$ cat src/rtl/burst_seq_pkg.sv
package burst_seq_pkg;
  localparam int unsigned NUM_BANDS = 2;
  localparam int unsigned BAND_W    = $clog2(NUM_BANDS);

  typedef enum logic [2:0] {
    PH_OFF    = 3'd0,
    PH_SAMPLE = 3'd1,
    PH_ARMED  = 3'd2,
    PH_SETTLE = 3'd3,
    PH_LOOP   = 3'd4
  } phase_e;
endpackage

$ cat src/rtl/burst_seq_timer.sv
module burst_seq_timer #(
  parameter int unsigned CNT_W = 8
) (
  input  logic             clk_i,
  input  logic             rst_ni,
  input  logic             clr_i,
  input  logic [CNT_W-1:0] limit_i,
  output logic             done_o
);
  logic [CNT_W-1:0] cnt_q;

  always_ff @(posedge clk_i or negedge rst_ni) begin
    if (!rst_ni)               cnt_q <= '0;
    else if (clr_i)            cnt_q <= '0;
    else if (cnt_q != '1)      cnt_q <= cnt_q + 1'b1;
  end

  // done in the last cycle of the interval
  assign done_o = (cnt_q == limit_i - 1'b1);
endmodule

$ cat src/rtl/burst_seq_band.sv
module burst_seq_band
  import burst_seq_pkg::*;
(
  input  logic                 clk_i,
  input  logic                 rst_ni,
  input  logic                 start_i,
  input  logic                 band_sel_i,
  output logic [NUM_BANDS-1:0] band_oh_o
);
  logic [BAND_W-1:0] band_q;

  always_ff @(posedge clk_i or negedge rst_ni) begin
    if (!rst_ni)      band_q <= '0;
    else if (start_i) band_q <= BAND_W'(band_sel_i);
  end

  for (genvar b = 0; b < NUM_BANDS; b++) begin : g_oh
    assign band_oh_o[b] = (band_q == BAND_W'(b));
  end
endmodule

$ cat src/rtl/burst_seq_ctrl.sv
module burst_seq_ctrl
  import burst_seq_pkg::*;
#(
  parameter int unsigned SAMPLE_CYC = 8,
  parameter int unsigned SETTLE_CYC = 100,
  parameter int unsigned CNT_W      = 8
) (
  input  logic             clk_i,
  input  logic             rst_ni,
  input  logic             pwr_up_i,
  input  logic             ramp_det_i,
  input  logic             tmr_done_i,
  output phase_e           phase_o,
  output logic             start_o,
  output logic             tmr_clr_o,
  output logic [CNT_W-1:0] tmr_limit_o
);
  localparam logic [CNT_W-1:0] SAMPLE_LIM = CNT_W'(SAMPLE_CYC);
  localparam logic [CNT_W-1:0] SETTLE_LIM = CNT_W'(SETTLE_CYC);

  phase_e phase_q, phase_d;
  logic   ramp_q, ramp_evt;

  always_ff @(posedge clk_i or negedge rst_ni) begin
    if (!rst_ni) ramp_q <= 1'b0;
    else         ramp_q <= ramp_det_i;
  end
  assign ramp_evt = ramp_det_i & ~ramp_q;

  always_comb begin
    phase_d = phase_q;
    if (!pwr_up_i) begin
      phase_d = PH_OFF;
    end else begin
      unique case (phase_q)
        PH_OFF:    phase_d = PH_SAMPLE;
        PH_SAMPLE: if (tmr_done_i) phase_d = PH_ARMED;
        PH_ARMED:  if (ramp_evt)   phase_d = PH_SETTLE;
        PH_SETTLE: if (tmr_done_i) phase_d = PH_LOOP;
        PH_LOOP:   phase_d = PH_LOOP;
        default:   phase_d = PH_OFF;
      endcase
    end
  end

  always_ff @(posedge clk_i or negedge rst_ni) begin
    if (!rst_ni) phase_q <= PH_OFF;
    else         phase_q <= phase_d;
  end

  assign phase_o     = phase_q;
  assign start_o     = (phase_q == PH_OFF) & pwr_up_i;
  assign tmr_clr_o   = (phase_d != phase_q);
  assign tmr_limit_o = (phase_q == PH_SAMPLE) ? SAMPLE_LIM : SETTLE_LIM;
endmodule

$ cat src/rtl/burst_seq_decode.sv
module burst_seq_decode
  import burst_seq_pkg::*;
(
  input  phase_e               phase_i,
  input  logic [NUM_BANDS-1:0] band_oh_i,
  output logic                 sample_sw_o,
  output logic                 prebias_sw_o,
  output logic                 home_sw_o,
  output logic                 xfer_sw_o,
  output logic [NUM_BANDS-1:0] fb_sw_o,
  output logic [NUM_BANDS-1:0] drv_en_o,
  output logic [NUM_BANDS-1:0] clamp_o
);
  logic active, fb_phase;

  assign active       = (phase_i != PH_OFF);
  assign sample_sw_o  = (phase_i == PH_SAMPLE);
  assign prebias_sw_o = (phase_i == PH_SAMPLE) | (phase_i == PH_ARMED);
  assign home_sw_o    = (phase_i == PH_SETTLE) | (phase_i == PH_LOOP);
  assign xfer_sw_o    = (phase_i == PH_LOOP);
  assign fb_phase     = prebias_sw_o | (phase_i == PH_SETTLE);

  for (genvar b = 0; b < NUM_BANDS; b++) begin : g_band
    assign drv_en_o[b] = active & band_oh_i[b];
    assign fb_sw_o[b]  = fb_phase & band_oh_i[b];
    assign clamp_o[b]  = ~(active & band_oh_i[b]);
  end
endmodule

$ cat src/rtl/burst_seq_top.sv
module burst_seq_top
  import burst_seq_pkg::*;
#(
  parameter int unsigned SAMPLE_CYC = 8,
  parameter int unsigned SETTLE_CYC = 100
) (
  input  logic       clk_i,
  input  logic       rst_ni,
  input  logic       pwr_up_i,
  input  logic       band_sel_i,
  input  logic       ramp_det_i,
  output logic       sample_sw_o,
  output logic       prebias_sw_o,
  output logic       home_sw_o,
  output logic       xfer_sw_o,
  output logic       fb_lo_sw_o,
  output logic       fb_hi_sw_o,
  output logic       drv_lo_en_o,
  output logic       drv_hi_en_o,
  output logic       clamp_lo_o,
  output logic       clamp_hi_o,
  output logic [2:0] phase_o
);
  localparam int unsigned MAX_CYC = (SAMPLE_CYC > SETTLE_CYC) ? SAMPLE_CYC : SETTLE_CYC;
  localparam int unsigned CNT_W   = $clog2(MAX_CYC + 1);

  phase_e               phase;
  logic                 start, tmr_clr, tmr_done;
  logic [CNT_W-1:0]     tmr_limit;
  logic [NUM_BANDS-1:0] band_oh, fb_sw, drv_en, clamp;

  burst_seq_ctrl #(
    .SAMPLE_CYC (SAMPLE_CYC),
    .SETTLE_CYC (SETTLE_CYC),
    .CNT_W      (CNT_W)
  ) u_ctrl (
    .clk_i       (clk_i),
    .rst_ni      (rst_ni),
    .pwr_up_i    (pwr_up_i),
    .ramp_det_i  (ramp_det_i),
    .tmr_done_i  (tmr_done),
    .phase_o     (phase),
    .start_o     (start),
    .tmr_clr_o   (tmr_clr),
    .tmr_limit_o (tmr_limit)
  );

  burst_seq_timer #(.CNT_W(CNT_W)) u_timer (
    .clk_i   (clk_i),
    .rst_ni  (rst_ni),
    .clr_i   (tmr_clr),
    .limit_i (tmr_limit),
    .done_o  (tmr_done)
  );

  burst_seq_band u_band (
    .clk_i      (clk_i),
    .rst_ni     (rst_ni),
    .start_i    (start),
    .band_sel_i (band_sel_i),
    .band_oh_o  (band_oh)
  );

  burst_seq_decode u_dec (
    .phase_i      (phase),
    .band_oh_i    (band_oh),
    .sample_sw_o  (sample_sw_o),
    .prebias_sw_o (prebias_sw_o),
    .home_sw_o    (home_sw_o),
    .xfer_sw_o    (xfer_sw_o),
    .fb_sw_o      (fb_sw),
    .drv_en_o     (drv_en),
    .clamp_o      (clamp)
  );

  assign fb_lo_sw_o  = fb_sw[0];
  assign fb_hi_sw_o  = fb_sw[1];
  assign drv_lo_en_o = drv_en[0];
  assign drv_hi_en_o = drv_en[1];
  assign clamp_lo_o  = clamp[0];
  assign clamp_hi_o  = clamp[1];
  assign phase_o     = phase;
endmodule

$ cat config.mk
export PLATFORM = sky130hd
export DESIGN_NAME = burst_seq_top
export DESIGN_NICKNAME = d
export VERILOG_FILES = /design/src/rtl/burst_seq_pkg.sv /design/src/rtl/burst_seq_timer.sv /design/src/rtl/burst_seq_band.sv /design/src/rtl/burst_seq_ctrl.sv /design/src/rtl/burst_seq_decode.sv /design/src/rtl/burst_seq_top.sv
export SDC_FILE = /design/constraint.sdc
export NUM_CORES = 1
export LEC_CHECK = 0
export ABC_AREA = 1
export BUFFER_PORTS_ARGS = -buffer_cell sky130_fd_sc_hd__buf_4
export CAP_MARGIN = 20
export CORE_AREA = 2 2 53 55
export CTS_CLUSTER_DIAMETER = 100
export DETAILED_ROUTE_END_ITERATION = 10
export DIE_AREA = 0 0 55 57
export GPL_TIMING_DRIVEN = 1
export SETUP_SLACK_MARGIN = 0.02
export SLEW_MARGIN = 20
export SYNTH_ARGS = -nofsm -noshare
export SYNTH_HDL_FRONTEND = slang
export SYNTH_SLANG_ARGS = --single-unit
$ cat constraint.sdc
create_clock -name clk_i -period 1.5 [get_ports clk_i]
set_input_delay 0.3 -clock clk_i [delete_from_list [all_inputs] [get_ports clk_i]]
set_output_delay 0.3 -clock clk_i [all_outputs]
set_load 0.05 [all_outputs]
==> impl_metrics.tcl <==
set metrics [dict create \
    status "finished, violations left" \
    failed_checks "setup timing" \
    die-area_mm2 0.00314 \
    dr.pass1.iters 4 \
    fin_setup_tns_ns -2.65 \
    drtIter0Drc 14 \
    syn_inst 99 \
    gp_congestion 0.788 \
    core_mm2 0.00262 \
    seq_area_frac_synth 0.357 \
    routed_wl_um 1990 \
    drtAntennaViolNets 0 \
    clockRootBuffer "clkbuf_4" \
    start_util 0.322 \
    via_per_inst 4.62 \
    hold_ws_ns 0.148 \
    clk_latency_ns 0.27 \
    antenna_found_initial 0 \
    vias 809 \
    grt_usage 0.156 \
    grt_setup_unrepaired "yes" \
    placed_cells_incl_taps 167 \
    syn_area_um2 841 \
    crit_path_end_kind "output pin" \
    stdcell_area_mm2 0.00140 \
    critical_path_arrival_ns 1.44 \
    numClockSinks 12 \
    skew_ns 0.00209 \
    pre_cts_ws_ns -0.117 \
    grt_pass1_wl_um 3550 \
    synth_fp_nets 105 \
    cts_buffer_depth 2 \
    min_period_ns 1.74 \
    p_per_area_mw_per_mm2 981 \
    fillers 248 \
    register_area_um2 309 \
    drive_gt1_frac 0.639 \
    relSlewSlack 0.826 \
    io_buffers 17 \
    cp_max_fo 3 \
    die_w_um 55 \
    diodes 0 \
    dpl_cell_area_mm2 0.00125 \
    path_clk_slew_ns 0.08 \
    area_delta_synth_final_pct 66.4 \
    ir_worst_vdd_uv 718 \
    leakagePower_nw 0.634 \
    post-dp-hpwl_um 1650 \
    fin_crit_sh 1.16 \
    grt_overflow 0 \
    cts_tree "done" \
    start_kind "flop" \
    crit_type "flop to output pin" \
    synth-seq-cells 12 \
    cap_violations 0 \
    cp_data_required_time_ns 1.20 \
    slew_viol_final 0 \
    stdcell_count 175 \
    grt_pass1_vias 845 \
    fin_nets 151 \
    cts_made_buffers 3 \
    synth.distinct_cells 25 \
    max_freq_mhz 576 \
    tightestPinTransition_ns 0.261 \
    synth_top_area_share 0.357 \
    setup_viol 17 \
    synth_area_per_cell_um2 8.49 \
    htreeDepth 1 \
    drc_errors 0 \
    multi_input_area_um2 557 \
    io_pins 18 \
    grt_max_degree 13 \
    finalHoldViolCount 0 \
    wl_per_cell_um 11.4 \
    dieHeight_um 57 \
    fp-row-count 19 \
    holdCritPathClass "input pin to flop" \
    synth_top_cell_by_area "dfrtp_1" \
    setup_slack_ns -0.237 \
    yosys-top-cells-area "dfrtp_1 36%, nor3_2 8.3%, nand2_2 6.0%" \
    synth_warnings 0 \
]
timing repair:
item	in CTS	in global routing
endpoints found under the setup margin	19	20
gates resized for setup	11	12
endpoints found under the hold margin	12	0
pin swaps	4	3
hold buffers	1	0
setup buffers	2	1
placed cells by master (no fill, tap or decap), drive strengths merged:
master	netlist	routed
a21oi	2	2
buf	0	40
clkbuf	0	4
clkinv	2	2
clkinvlp	0	3
dfrtp	12	12
dlygate4sd3	0	1
ha	1	1
inv	14	11
mux2i	1	1
nand2	21	21
nand3	12	12
nand4	2	2
nor2	13	13
nor3	10	10
nor3b	1	1
o21a	1	1
o21ai	4	4
xnor2	1	1
xor2	2	2
cell usage after synthesis, drive strengths merged:
library cell,count
nand2,21
inv,14
nor2,13
dfrtp,12
nand3,12
nor3,10
o21ai,4
a21oi,2
clkinv,2
nand4,2
xor2,2
ha,1
mux2i,1
nor3b,1
o21a,1
xnor2,1
area by class of cell:
cell class,count,area share
well taps,31,0.0277
flip-flops and latches,12,0.221
clock buffers,4,0.0259
inverters,16,0.0510
repair buffers,41,0.276
multi-input cells,71,0.398
metal layers:
layer	up-vias	wire, µm	track usage	part of all wire
li1	412	-	-	-
met2	18	1050	0.274	0.53
met1	375	824	0.188	0.41
met3	4	88	0.0157	0.044
met5	-	0	0	0
met4	0	31	0.0627	0.016
registers in the layout, indices dropped and copies added, names as in the netlist:
| name | flops |
|---|---|
| u_timer.cnt_q | 7 |
| u_ctrl.phase_o | 3 |
| u_band.band_q | 1 |
| u_ctrl.ramp_q | 1 |
metrics by stage:
step	power [mW]	util
2_1_floorplan	0.846	-
3_3_place_gp	1.06	0.477
3_5_place_dp	1.07	0.477
4_1_cts	1.37	0.516
5_1_grt	1.47	0.535
6_report	1.37	0.535
critical path, stage by stage, from the launching register on:
cell and delay, ns:
dfrtp_4 0.49, buf_6 0.14, nor2_4 0.13, buf_6 0.12
nand2_1 0.06, o21ai_2 0.06, buf_6 0.17
power breakdown:
group	internal [mW]	switching (mW)	leakage, nW	total, mW
Sequential	0.370	0.0508	0.152	0.421
Combinational	0.298	0.393	0.461	0.691
Clock	0.147	0.113	0.0210	0.261
cell families (layout without fill, tap and decap cells):
group                      after synthesis  after routing  synth area share
AOI/OAI and AO/OA                        7              7            0.0446
xor gates and xnor gates                 3              3            0.0313
DFF                                     12             12             0.357
and+or+nand+nor                         59             59             0.469
muxes                                    1              1            0.0119
buffers and inverters                   16             61            0.0714
adders and majority gates                1              1            0.0149
worst paths after layout:
| check | from | endpoint | slack [ns] | depth (start not counted) |
|---|---|---|---|---|
| worst max-delay path | u_ctrl.phase_o[2] | home_sw_o | -0.24 | 6 |
| worst min-delay path | ramp_det_i | u_ctrl.ramp_q | 0.15 | 1 |
| worst max register to register | u_ctrl.phase_o[0] | u_timer.cnt_q[3] | -0.13 | 11 |
| worst min register to register | u_timer.cnt_q[4] | u_ctrl.phase_o[2] | 0.68 | 3 |
| max in group asynchronous | rst_ni | u_ctrl.phase_o[1] | 0.93 | 2 |
| min in group asynchronous | rst_ni | u_timer.cnt_q[4] | 0.39 | 2 |
Note: power is estimated with default switching activity, not from simulation.
